`config.mk`:
```
export PLATFORM = sky130hd
export DESIGN_NAME = sq_dispatch
export DESIGN_NICKNAME = d
export VERILOG_FILES = /design/src/rtl/sq_dispatch_pkg.sv /design/src/rtl/sq_rr_pick.sv /design/src/rtl/sq_unit_select.sv /design/src/rtl/sq_queue.sv /design/src/rtl/sq_dispatch.sv
export SDC_FILE = /design/constraint.sdc
export NUM_CORES = 1
export LEC_CHECK = 0
export ABC_AREA = 1
export BUFFER_PORTS_ARGS = -buffer_cell sky130_fd_sc_hd__buf_4
export CAP_MARGIN = 0
export CORE_UTILIZATION = 50
export DETAILED_ROUTE_END_ITERATION = 8
export PLACE_DENSITY = 0.77
export SYNTH_ARGS = -nofsm -noshare
export SYNTH_HDL_FRONTEND = slang
export SYNTH_HIERARCHICAL = 1
export SYNTH_SLANG_ARGS = --single-unit
```
`constraint.sdc`:
```
create_clock -name clk -period 7.26 [get_ports clk]
set_input_delay 0.363 -clock clk [delete_from_list [all_inputs] [get_ports clk]]
set_output_delay 0.363 -clock clk [all_outputs]
set_load 0.01 [all_outputs]
```
`src/rtl/sq_dispatch_pkg.sv`:
```
package sq_dispatch_pkg;

  // result of a priority search: found flag and index (up to 32 entries)
  typedef struct packed {
    logic       hit;
    logic [4:0] idx;
  } pick_t;

  // first set bit of req, searching upward from start with wrap at n
  function automatic pick_t rr_first(input logic [31:0] req,
                                     input int unsigned start,
                                     input int unsigned n);
    pick_t       p;
    int unsigned pos;
    p = '0;
    for (int unsigned k = 0; k < 32; k++) begin
      if (k < n) begin
        pos = start + k;
        if (pos >= n) pos = pos - n;
        if (!p.hit && req[pos[4:0]]) begin
          p.hit = 1'b1;
          p.idx = pos[4:0];
        end
      end
    end
    return p;
  endfunction

  // increment with wrap to zero at n
  function automatic int unsigned wrap_inc(input int unsigned v,
                                           input int unsigned n);
    return (v + 1 >= n) ? 0 : v + 1;
  endfunction

endpackage

```
`src/rtl/sq_rr_pick.sv`:
```
module sq_rr_pick
  import sq_dispatch_pkg::*;
#(
  parameter int N  = 8,
  parameter int IW = 3
) (
  input  logic [N-1:0]  req,
  input  logic [IW-1:0] start,
  output logic          hit,
  output logic [IW-1:0] idx
);

  pick_t pick;

  always_comb begin
    pick = rr_first(32'(req), int'(start), N);
    hit  = pick.hit;
    idx  = IW'(pick.idx);
  end

endmodule

```
`src/rtl/sq_unit_select.sv`:
```
module sq_unit_select #(
  parameter int NU   = 3,
  parameter int NC   = 4,
  parameter int CW   = 2,
  parameter int CNTW = 3,
  parameter int UW   = 2,
  parameter int QD   = 4,
  parameter logic [NU*NC-1:0] CAPS = '1
) (
  input  logic [CW-1:0]      cls,
  input  logic [NU*CNTW-1:0] counts,
  input  logic [NU-1:0]      full,
  output logic [NU-1:0]      capable,
  output logic               cap_any,
  output logic               hit,
  output logic [UW-1:0]      idx
);

  // which units can execute the given class
  function automatic logic [NU-1:0] cap_mask(input logic [CW-1:0] c);
    logic [NU-1:0] m;
    m = '0;
    for (int u = 0; u < NU; u++) begin
      if (int'(c) < NC) m[u] = CAPS[u*NC + int'(c)];
    end
    return m;
  endfunction

  // lowest count among eligible units; strict compare keeps the lowest index on ties
  function automatic logic [UW:0] pick_shortest(input logic [NU-1:0] elig,
                                                input logic [NU*CNTW-1:0] cnt);
    logic            found;
    logic [UW-1:0]   best;
    logic [CNTW-1:0] best_cnt;
    found    = 1'b0;
    best     = '0;
    best_cnt = CNTW'(QD);
    for (int u = 0; u < NU; u++) begin
      if (elig[u] && (!found || cnt[u*CNTW +: CNTW] < best_cnt)) begin
        found    = 1'b1;
        best     = UW'(u);
        best_cnt = cnt[u*CNTW +: CNTW];
      end
    end
    return {found, best};
  endfunction

  logic [NU-1:0] elig;
  logic [UW:0]   res;

  always_comb begin
    capable = cap_mask(cls);
    cap_any = |capable;
    elig    = capable & ~full;
    res     = pick_shortest(elig, counts);
    hit     = res[UW];
    idx     = res[UW-1:0];
  end

endmodule

```
`src/rtl/sq_queue.sv`:
```
module sq_queue #(
  parameter int DEPTH = 4,
  parameter int W     = 16,
  localparam int PW   = (DEPTH > 1) ? $clog2(DEPTH) : 1,
  localparam int CNTW = $clog2(DEPTH + 1)
) (
  input  logic            clk,
  input  logic            rst_n,
  input  logic            push,
  input  logic [W-1:0]    din,
  input  logic            pop,
  output logic [W-1:0]    dout,
  output logic            nonempty,
  output logic            full,
  output logic [CNTW-1:0] count
);

  logic [W-1:0]  mem [DEPTH];
  logic [PW-1:0] rd_q, wr_q;
  logic          do_push, do_pop;

  function automatic logic [PW-1:0] ptr_next(input logic [PW-1:0] p);
    return (p == PW'(DEPTH - 1)) ? '0 : p + 1'b1;
  endfunction

  assign nonempty = (count != '0);
  assign full     = (count == CNTW'(DEPTH));
  assign do_push  = push & ~full;
  assign do_pop   = pop & nonempty;
  assign dout     = mem[rd_q];

  always_ff @(posedge clk) begin
    if (do_push) mem[wr_q] <= din;
  end

  always_ff @(posedge clk or negedge rst_n) begin
    if (!rst_n) begin
      rd_q  <= '0;
      wr_q  <= '0;
      count <= '0;
    end else begin
      if (do_push) wr_q <= ptr_next(wr_q);
      if (do_pop)  rd_q <= ptr_next(rd_q);
      case ({do_push, do_pop})
        2'b10:   count <= count + 1'b1;
        2'b01:   count <= count - 1'b1;
        default: count <= count;
      endcase
    end
  end

endmodule

```
`src/rtl/sq_dispatch.sv`:
```
module sq_dispatch
  import sq_dispatch_pkg::*;
#(
  parameter int NT = 8,
  parameter int NU = 3,
  parameter int NC = 4,
  parameter int IW = 12,
  parameter int QD = 4,
  parameter logic [NU*NC-1:0] UNIT_CAPS = 12'h263,
  localparam int TW   = (NT > 1) ? $clog2(NT) : 1,
  localparam int UW   = (NU > 1) ? $clog2(NU) : 1,
  localparam int CW   = (NC > 1) ? $clog2(NC) : 1,
  localparam int CNTW = $clog2(QD + 1)
) (
  input  logic            clk,
  input  logic            rst_n,
  input  logic [NT-1:0]   thr_valid,
  input  logic [NT*IW-1:0] thr_instr,
  output logic [NT-1:0]   thr_ready,
  output logic            err_drop,
  output logic [NU-1:0]   unit_valid,
  output logic [NU*IW-1:0] unit_instr,
  output logic [NU*TW-1:0] unit_tid,
  input  logic [NU-1:0]   unit_pop,
  input  logic [NU-1:0]   done_valid,
  input  logic [NU*TW-1:0] done_tid
);

  // named internal events (observed by the bound checker)
  logic [NT-1:0]      busy_q;
  logic [TW-1:0]      rr_ptr_q;
  logic [NT-1:0]      avail;
  logic               t_hit;
  logic [TW-1:0]      t_idx;
  logic [IW-1:0]      sel_instr;
  logic [CW-1:0]      disp_cls;
  logic [NU-1:0]      capable;
  logic               cap_any;
  logic               u_hit;
  logic [UW-1:0]      u_idx;
  logic               accept, dispatch, drop;
  logic [NU-1:0]      q_push, q_pop, q_full, q_nonempty;
  logic [NU*CNTW-1:0] q_count;
  logic [NT-1:0]      done_clr, busy_set;

  function automatic logic [NT-1:0] tid_onehot(input logic [TW-1:0] t);
    logic [NT-1:0] m;
    m = '0;
    for (int i = 0; i < NT; i++) if (TW'(i) == t) m[i] = 1'b1;
    return m;
  endfunction

  function automatic logic [NT-1:0] done_mask(input logic [NU-1:0] dv,
                                              input logic [NU*TW-1:0] dt);
    logic [NT-1:0] m;
    m = '0;
    for (int u = 0; u < NU; u++) if (dv[u]) m = m | tid_onehot(dt[u*TW +: TW]);
    return m;
  endfunction

  assign avail = thr_valid & ~busy_q;

  sq_rr_pick #(.N(NT), .IW(TW)) u_rr (
    .req   (avail),
    .start (rr_ptr_q),
    .hit   (t_hit),
    .idx   (t_idx)
  );

  always_comb begin
    sel_instr = '0;
    for (int t = 0; t < NT; t++) begin
      if (TW'(t) == t_idx) sel_instr = thr_instr[t*IW +: IW];
    end
  end

  assign disp_cls = sel_instr[CW-1:0];

  sq_unit_select #(
    .NU(NU), .NC(NC), .CW(CW), .CNTW(CNTW), .UW(UW), .QD(QD), .CAPS(UNIT_CAPS)
  ) u_sel (
    .cls     (disp_cls),
    .counts  (q_count),
    .full    (q_full),
    .capable (capable),
    .cap_any (cap_any),
    .hit     (u_hit),
    .idx     (u_idx)
  );

  assign dispatch  = t_hit & cap_any & u_hit;
  assign drop      = t_hit & ~cap_any;
  assign accept    = dispatch | drop;
  assign q_push    = dispatch ? (NU'(1) << u_idx) : '0;
  assign thr_ready = accept ? tid_onehot(t_idx) : '0;
  assign err_drop  = drop;
  assign q_pop     = unit_pop & q_nonempty;
  assign done_clr  = done_mask(done_valid, done_tid);
  assign busy_set  = dispatch ? tid_onehot(t_idx) : '0;

  genvar gu;
  generate
    for (gu = 0; gu < NU; gu++) begin : g_unit
      logic [IW+TW-1:0] head;
      sq_queue #(.DEPTH(QD), .W(IW + TW)) u_q (
        .clk      (clk),
        .rst_n    (rst_n),
        .push     (q_push[gu]),
        .din      ({t_idx, sel_instr}),
        .pop      (q_pop[gu]),
        .dout     (head),
        .nonempty (q_nonempty[gu]),
        .full     (q_full[gu]),
        .count    (q_count[gu*CNTW +: CNTW])
      );
      assign unit_instr[gu*IW +: IW] = head[IW-1:0];
      assign unit_tid[gu*TW +: TW]   = head[IW +: TW];
    end
  endgenerate

  assign unit_valid = q_nonempty;

  always_ff @(posedge clk or negedge rst_n) begin
    if (!rst_n) begin
      busy_q   <= '0;
      rr_ptr_q <= '0;
    end else begin
      busy_q <= (busy_q & ~done_clr) | busy_set;
      if (accept) rr_ptr_q <= TW'(wrap_inc(int'(t_idx), NT));
    end
  end

endmodule

```
; Yosys cells after proc, flatten, opt, wreduce, memory -nomap -nowiden
; Memories as Yosys holds them, arrays and structs flattened.
; Cells that the tools add are included.
[totals]
reg_bits = 32
ram_bits = 180
romBits = 32
in_bits = 121
out_inout_bits = 57
word_cells = 290
memories = 5
[classes]
n_addsub = 30
n_lt_le_gt_ge = 22
eq_ne = 43
shifts = 1
mux = 123
n_bitwise = 24
reduce_logical = 31
[memory_table]
columns = name, depth, word_bits, read_ports, rd_clocked_by_memory_dff, wr, line_no
row1 = g_unit[0].u_q.mem, 4, 15, 1, 0, 1, sq_queue.sv:18  ; logic [W-1:0] mem [DEPTH];
row2 = g_unit[1].u_q.mem, 4, 15, 1, 0, 1, sq_queue.sv:18
row3 = g_unit[2].u_q.mem, 4, 15, 1, 0, 1, sq_queue.sv:18
row4 = (name not given), 16, 1, 1, 0, 0, sq_unit_select.sv:24  ; if (int'(c) < NC) m[u] = CAPS[u*NC + int'(c)];
row5 = (name not given), 16, 1, 1, 0, 0, sq_unit_select.sv:24
[op_table]
columns = op, count
row1 = ">= comparator 32 x 4 -> 1 bit, second input constant", 7
row2 = 2-to-1 mux 12 bit, 8
row3 = 2-to-1 mux 1 bit, 71
row4 = "less-than comparator 32 x 6 -> 1 bit, second input constant", 2
row5 = "equality test 3 bit, first input constant", 16
row6 = "less-than comparator 5 x 6 -> 1 bit, second input constant", 8
row7 = 2-to-1 mux 6 bit, 8
row8 = binary-select mux 1 bit (select 5 bit), 8
row9 = 2-to-1 mux 5 bit, 8
row10 = 2-to-1 mux 8 bit, 5
row11 = "subtractor 5 x 4 -> 5 bit, second input constant", 7
row12 = "equality test 2 x 3 -> 1 bit, first input constant", 8
row13 = OR 8 bit, 3
row14 = "equality test 2 bit, second input constant", 9
row15 = case mux 3 bit (2 select lines), 3
row16 = "adder 3 x 3 -> 4 bit, second input constant", 4
row17 = bitwise AND 8 bit, 2
row18 = inverter 8 bit, 2
row19 = 2-to-1 mux 2 bit, 7
row20 = "adder 2 x 1 -> 2 bit, second input constant", 6
row21 = "equality test 1 x 3 -> 1 bit, first input constant", 4
row22 = logical NOT 3 bit, 4
row23 = 2-to-1 mux 3 bit, 4
row24 = "adder 3 x 1 -> 3 bit, second input constant", 3
row25 = 25 further kinds, 67

; Depth between registers and ports, before layout
[logic_depth]
depth_word = 54
ltp_mapped = 57
depth_no_buf = 55

; Hierarchy
; Netlist, hierarchy kept.
[modules_own_cells]
columns = module, instances, cells_each, area_each_um2, seq_area_each_um2
row1 = sq_queue, 3, 235, 2915.3, 1976.9
row2 = sq_dispatch, 1, 449, 2178.3, 275.3
row3 = sq_rr_pick, 1, 138, 733.2, 0.0
row4 = sq_unit_select, 1, 44, 270.3, 0.0

; Least setup slack after synthesis
; OpenSTA, ideal clock, no wires.
[synth_timing]
path_kind = reg-to-reg
start = register rr_ptr_q[1]
end = memory g_unit[2].u_q/mem[0][0] (netlist name) (enable)
setup_time_ns = 0.387
t_arrival_ns = 6.443
required_time_ns = 6.873
slack_ns = 0.430
path_stages_with_launch = 41
path_buffers = 4
period_less_slack_ns = 6.830
path_cell_list = dfrtp_1 > buf_4 > inv_1 > ha_1 > inv_1 > nand3_1 > nand2_1 > nor2_1 > o21bai_1 > nor3_4 > nand3_1 > nand3_1 > buf_6 > inv_8 > buf_6 > ha_1 > buf_2 > nand2_1 > [5 not listed] > nand2_1 > nand2_1 > nor3_1 > ha_1 > a21oi_1 > nand2_1 > nand2_2 > nand2_4 > nand2_1 > o21ai_1 > ha_1 > a21oi_1 > nand2_1 > a21boi_1 > inv_1 > nor3_1 > nand2_4 > nor2_1
[synth_between]
elab_chain_cells = 52
elab_cells_between_ends = 119
classes_between = add/sub: 17 / order compare: 10 / eq/ne: 7 / shift: 1 / mux: 56 / bitwise: 4 / reduce/logical: 22 / memory: 2
[synth_rtl]
columns = item, line_no
row1 = "start, declared", sq_dispatch.sv:31  ; logic [TW-1:0] rr_ptr_q;
row2 = "start signal, assigned", sq_dispatch.sv:129  ; if (accept) rr_ptr_q <= TW'(wrap_inc(int'(t_idx), NT));
row3 = "parallel branches: the longest is 25 deep, another holds >= comparator 32 x 4 -> 1 bit", --
row4 = 2-to-1 mux 6 bit (*), sq_dispatch_pkg.sv:20  ; if (!p.hit && req[pos[4:0]]) begin
row5 = named net t_idx[2], sq_dispatch.sv:34  ; logic [TW-1:0] t_idx;
row6 = logical NOT 3 bit, sq_dispatch.sv:73  ; if (TW'(t) == t_idx) sel_instr = thr_instr[t*IW +: IW];
row7 = 2-to-1 mux 12 bit (7 in series), sq_dispatch.sv:73
row8 = 2-to-1 mux 12 bit (*), sq_dispatch.sv:73
row9 = named net sel_instr[1], sq_dispatch.sv:35  ; logic [IW-1:0] sel_instr;
row10 = "parallel branches: the longest is 2 deep, another holds adder 3 x 2 -> 4 bit", --
row11 = [9 not listed], --
row12 = 2-to-1 mux 2 bit (*), sq_unit_select.sv:39  ; if (elig[u] && (!found || cnt[u*CNTW +: CNTW] < best_cnt)) begin
row13 = named net u_idx[1], sq_dispatch.sv:40  ; logic [UW-1:0] u_idx;
row14 = << shifter 1 x 2 -> 3 bit (*), sq_dispatch.sv:94  ; assign q_push = dispatch ? (NU'(1) << u_idx) : '0;
row15 = 2-to-1 mux 3 bit (*), sq_dispatch.sv:94
row16 = named net q_push[2], sq_dispatch.sv:42  ; logic [NU-1:0] q_push, q_pop, q_full, q_nonempty;
row17 = bitwise AND 1 bit (*), sq_queue.sv:28  ; assign do_push = push & ~full;
row18 = 2-to-1 mux 1 bit (*), sq_queue.sv:33  ; if (do_push) mem[wr_q] <= din;
row19 = 2-to-1 mux 1 bit (not written as such) (*), sq_queue.sv:33
row20 = "end, declared", sq_queue.sv:18
; Mark *: on every way through the listed nets, which the timed path passes. The select of a mux whose other input is x is not followed.

; Final worst setup path
[layout_timing]
start = register rr_ptr_q[1]
end = register g_unit[2].u_q.count[1]
[layout_between]
elab_chain_cells = 52
elab_cells_between_ends = 121
classes_between = add/sub: 17 / order compare: 10 / eq/ne: 9 / shift: 1 / mux: 55 / bitwise: 4 / reduce/logical: 23 / memory: 2
[layout_rtl]
columns = item, line_no
row1 = "parallel branches: the longest is 25 deep, another holds >= comparator 32 x 4 -> 1 bit", --
row2 = 2-to-1 mux 6 bit (*), sq_dispatch_pkg.sv:20
row3 = named net t_idx[1], sq_dispatch.sv:34
row4 = logical NOT 3 bit, sq_dispatch.sv:73
row5 = 2-to-1 mux 12 bit (7 in series), sq_dispatch.sv:73
row6 = 2-to-1 mux 12 bit (*), sq_dispatch.sv:73
row7 = named net sel_instr[1], sq_dispatch.sv:35
row8 = "parallel branches: the longest is 2 deep, another holds adder 3 x 2 -> 4 bit", --
row9 = [9 not listed], --
row10 = 2-to-1 mux 2 bit (*), sq_unit_select.sv:39
row11 = named net u_idx[1], sq_dispatch.sv:40
row12 = << shifter 1 x 2 -> 3 bit (*), sq_dispatch.sv:94
row13 = 2-to-1 mux 3 bit (*), sq_dispatch.sv:94
row14 = named net q_push[2], sq_dispatch.sv:42
row15 = bitwise AND 1 bit (*), sq_queue.sv:28
row16 = equality test 2 x 1 -> 1 bit / equality test 2 bit (equally long branches), sq_queue.sv:44  ; case ({do_push, do_pop})
row17 = case mux 3 bit (2 select lines) / nonzero test 2 bit (equally long branches), --
row18 = "end signal, assigned", sq_queue.sv:45  ; 2'b10: count <= count + 1'b1;
row19 = "end signal, assigned", sq_queue.sv:46  ; 2'b01: count <= count - 1'b1;
row20 = "end signal, assigned", sq_queue.sv:47  ; default: count <= count;
row21 = "end, declared", sq_queue.sv:15  ; output logic [CNTW-1:0] count
; Marks and branches as above.
; A chain may end at the register's enable or synchronous reset.

==> reports/results.ini <==
[outcome]
status = finished clean

[global_routing]
grt-ovfl-total = 0
antenna_found_initial = 0
grt_pass1_vias = 9015
grt_util_all_layers_pct = 23.7
grt_pass1_wl_um = 44800
grt_max_degree = 64

[place]
hpwlAfterDp_um = 20600
place_congestion = 0.949
post-place-ws_ns = 0.0234
port_buffers = 177
place_area_mm2 = 0.0134

[clocking]
cts-htree-levels = 1
cts_tree = done
clk_path_buf_depth = 3
insertion_delay_ns = 0.50
clk_pin_slew_ns = 0.06
cts_root_buffer = clkbuf_16
cts_buffers = 21
clock_sinks = 212

[worst_hold_path]
whs_path_depth = 5
holdPathEnd = g_unit[0].u_q/rd_q[0]$_DFFE_PN0P_
hold_class = in -> reg
min-delay-start = unit_pop[0]

[logic_synthesis]
postSynthAreaPerCell_um2 = 8.93
syn_area_mm2 = 0.0119
yosysWarnings = 6
netlist_instances = 1335
syn_nets = 1496

[worst_setup_path]
worst_ep_arrival_time_ns = 7.18
r2r_slack_ns = 0.48
crit_slowest_cell = fa_1
criticalPathCategory = reg -> reg
cp-start-kind = flop
r2r_cells = 47
cp_max_fo = 12
r2r_end = g_unit[2].u_q/count[1]$_DFFE_PN0P_
cp_common_cell = nand2_1
required_ns = 7.66
slowest_delay_ns = 0.42
r2r-start = rr_ptr_q[1]$_DFFE_PN0N_
end_kind = flop

[layout]
final_core_util_pct = 60.2
fin_nets = 1673
layout_common_cells = nand2_1, inv_1, buf_4
final_area_mm2 = 0.0141
final_common_cell = nand2_1
drive_above_1_share_pct = 19.3
syn_to_final_growth_pct = 18.2
num-fill-cells = 2008
n_antenna_cell = 0

[floorplanning]
io-pin-count = 178
design.core.area_mm2 = 0.0234
start_util_pct = 51.0
core.rowCount = 56
die_h_um = 156
die_area_mm2 = 0.0245
die_w_um = 156

[timing]
rsz0062_at_grt = true
slew_violations = 0
setup_viol = 0
fin_skew_ns = 0.0141
fmax_mhz = 148
hold_slack_ns = 0.234
period_needed_ns = 6.78
finalHoldViolCount = 0
setup_ws_ns = 0.482
worst_slew_pin_slew_ns = 1.05
relSlewSlack_pct = 30.1
final.period_utilization_pct = 93.4

[detailed_routing]
vias_per_cell = 5.09
vias = 9391
wl_um = 28700
drc = 0
routedWlPerCell_um = 15.6
ant_nets = 0
firstDrtPassIters = 5
drt-initial-drc-count = 606

[job]
drv_cap = 0

[worst max path at each step]
stage / startpoint / to / depth (start not counted)
after floorplan: rr_ptr_q[1]$_DFFE_PN0N_ / g_unit[2].u_q/mem[0][0]$_DFFE_PP_ / 40
after global placement: rr_ptr_q[0]$_DFFE_PN0N_ / g_unit[2].u_q/count[1]$_DFFE_PN0P_ / 46
after detailed placement: rr_ptr_q[0]$_DFFE_PN0N_ / g_unit[2].u_q/count[1]$_DFFE_PN0P_ / 44
after CTS: rr_ptr_q[0]$_DFFE_PN0N_ / g_unit[2].u_q/count[1]$_DFFE_PN0P_ / 45
after global routing: rr_ptr_q[1]$_DFFE_PN0N_ / g_unit[2].u_q/count[1]$_DFFE_PN0P_ / 48
final: rr_ptr_q[1]$_DFFE_PN0N_ / g_unit[2].u_q/count[1]$_DFFE_PN0P_ / 47
[critical path, delay by kind of cell, from the launching register on]
family / cells / cell delay, ns
adders and majority gates: 8 / 2.14
AOI/OAI and AO/OA: 4 / 0.63
and+or+nand+nor: 27 / 2.74
DFF: 1 / 0.38
buffers and inverters: 8 / 0.74
[per-layer routing]
metal	track usage [%]	wire (um)	up-vias
li1	-	-	4667
met1	29.8	12200	4344
met2	41.6	13900	321
met3	3.35	1790	59
met4	8.36	928	0
met5	0	0	-
[final cells by class]
type | instances | area, um^2 | area share, %
clock buffers | 25 | 541 | 3.83
clock inverters | 13 | 114 | 0.808
inverters | 245 | 928 | 6.59
multi-input cells | 823 | 4330 | 30.7
flip-flops and latches | 212 | 6210 | 44.1
well taps | 319 | 399 | 2.83
repair buffers | 209 | 1570 | 11.1
[timing repair]
item | 4_1_cts | 5_1_grt
setup endpoints to repair | 1 | 188
buffers inserted | 0 | 2
gates resized for setup | 1 | 11
endpoints found under the hold margin | 32 | 0
pin swaps | 0 | 2
hold buffers | 1 | 0
[flip-flops by register name (all words and copies together), names as in the netlist]
signal and cells:
busy_q 8, g_unit.u_q/count 9, g_unit.u_q/mem 180, g_unit.u_q/rd_q 6
g_unit.u_q/wr_q 6, rr_ptr_q 3
[stage by stage]
step / TNS (ns) / instances
2_1_floorplan: 0 / 1335
3_3_place_gp: 0 / 1805
3_5_place_dp: 0 / 1805
4_1_cts: 0 / 1844
5_1_grt: -0.142 / 1846
6_report: 0 / 1846
Power is left out: the tool's default activity adds up to more than one toggle a clock period on the data nets, which glitch-free logic cannot reach.
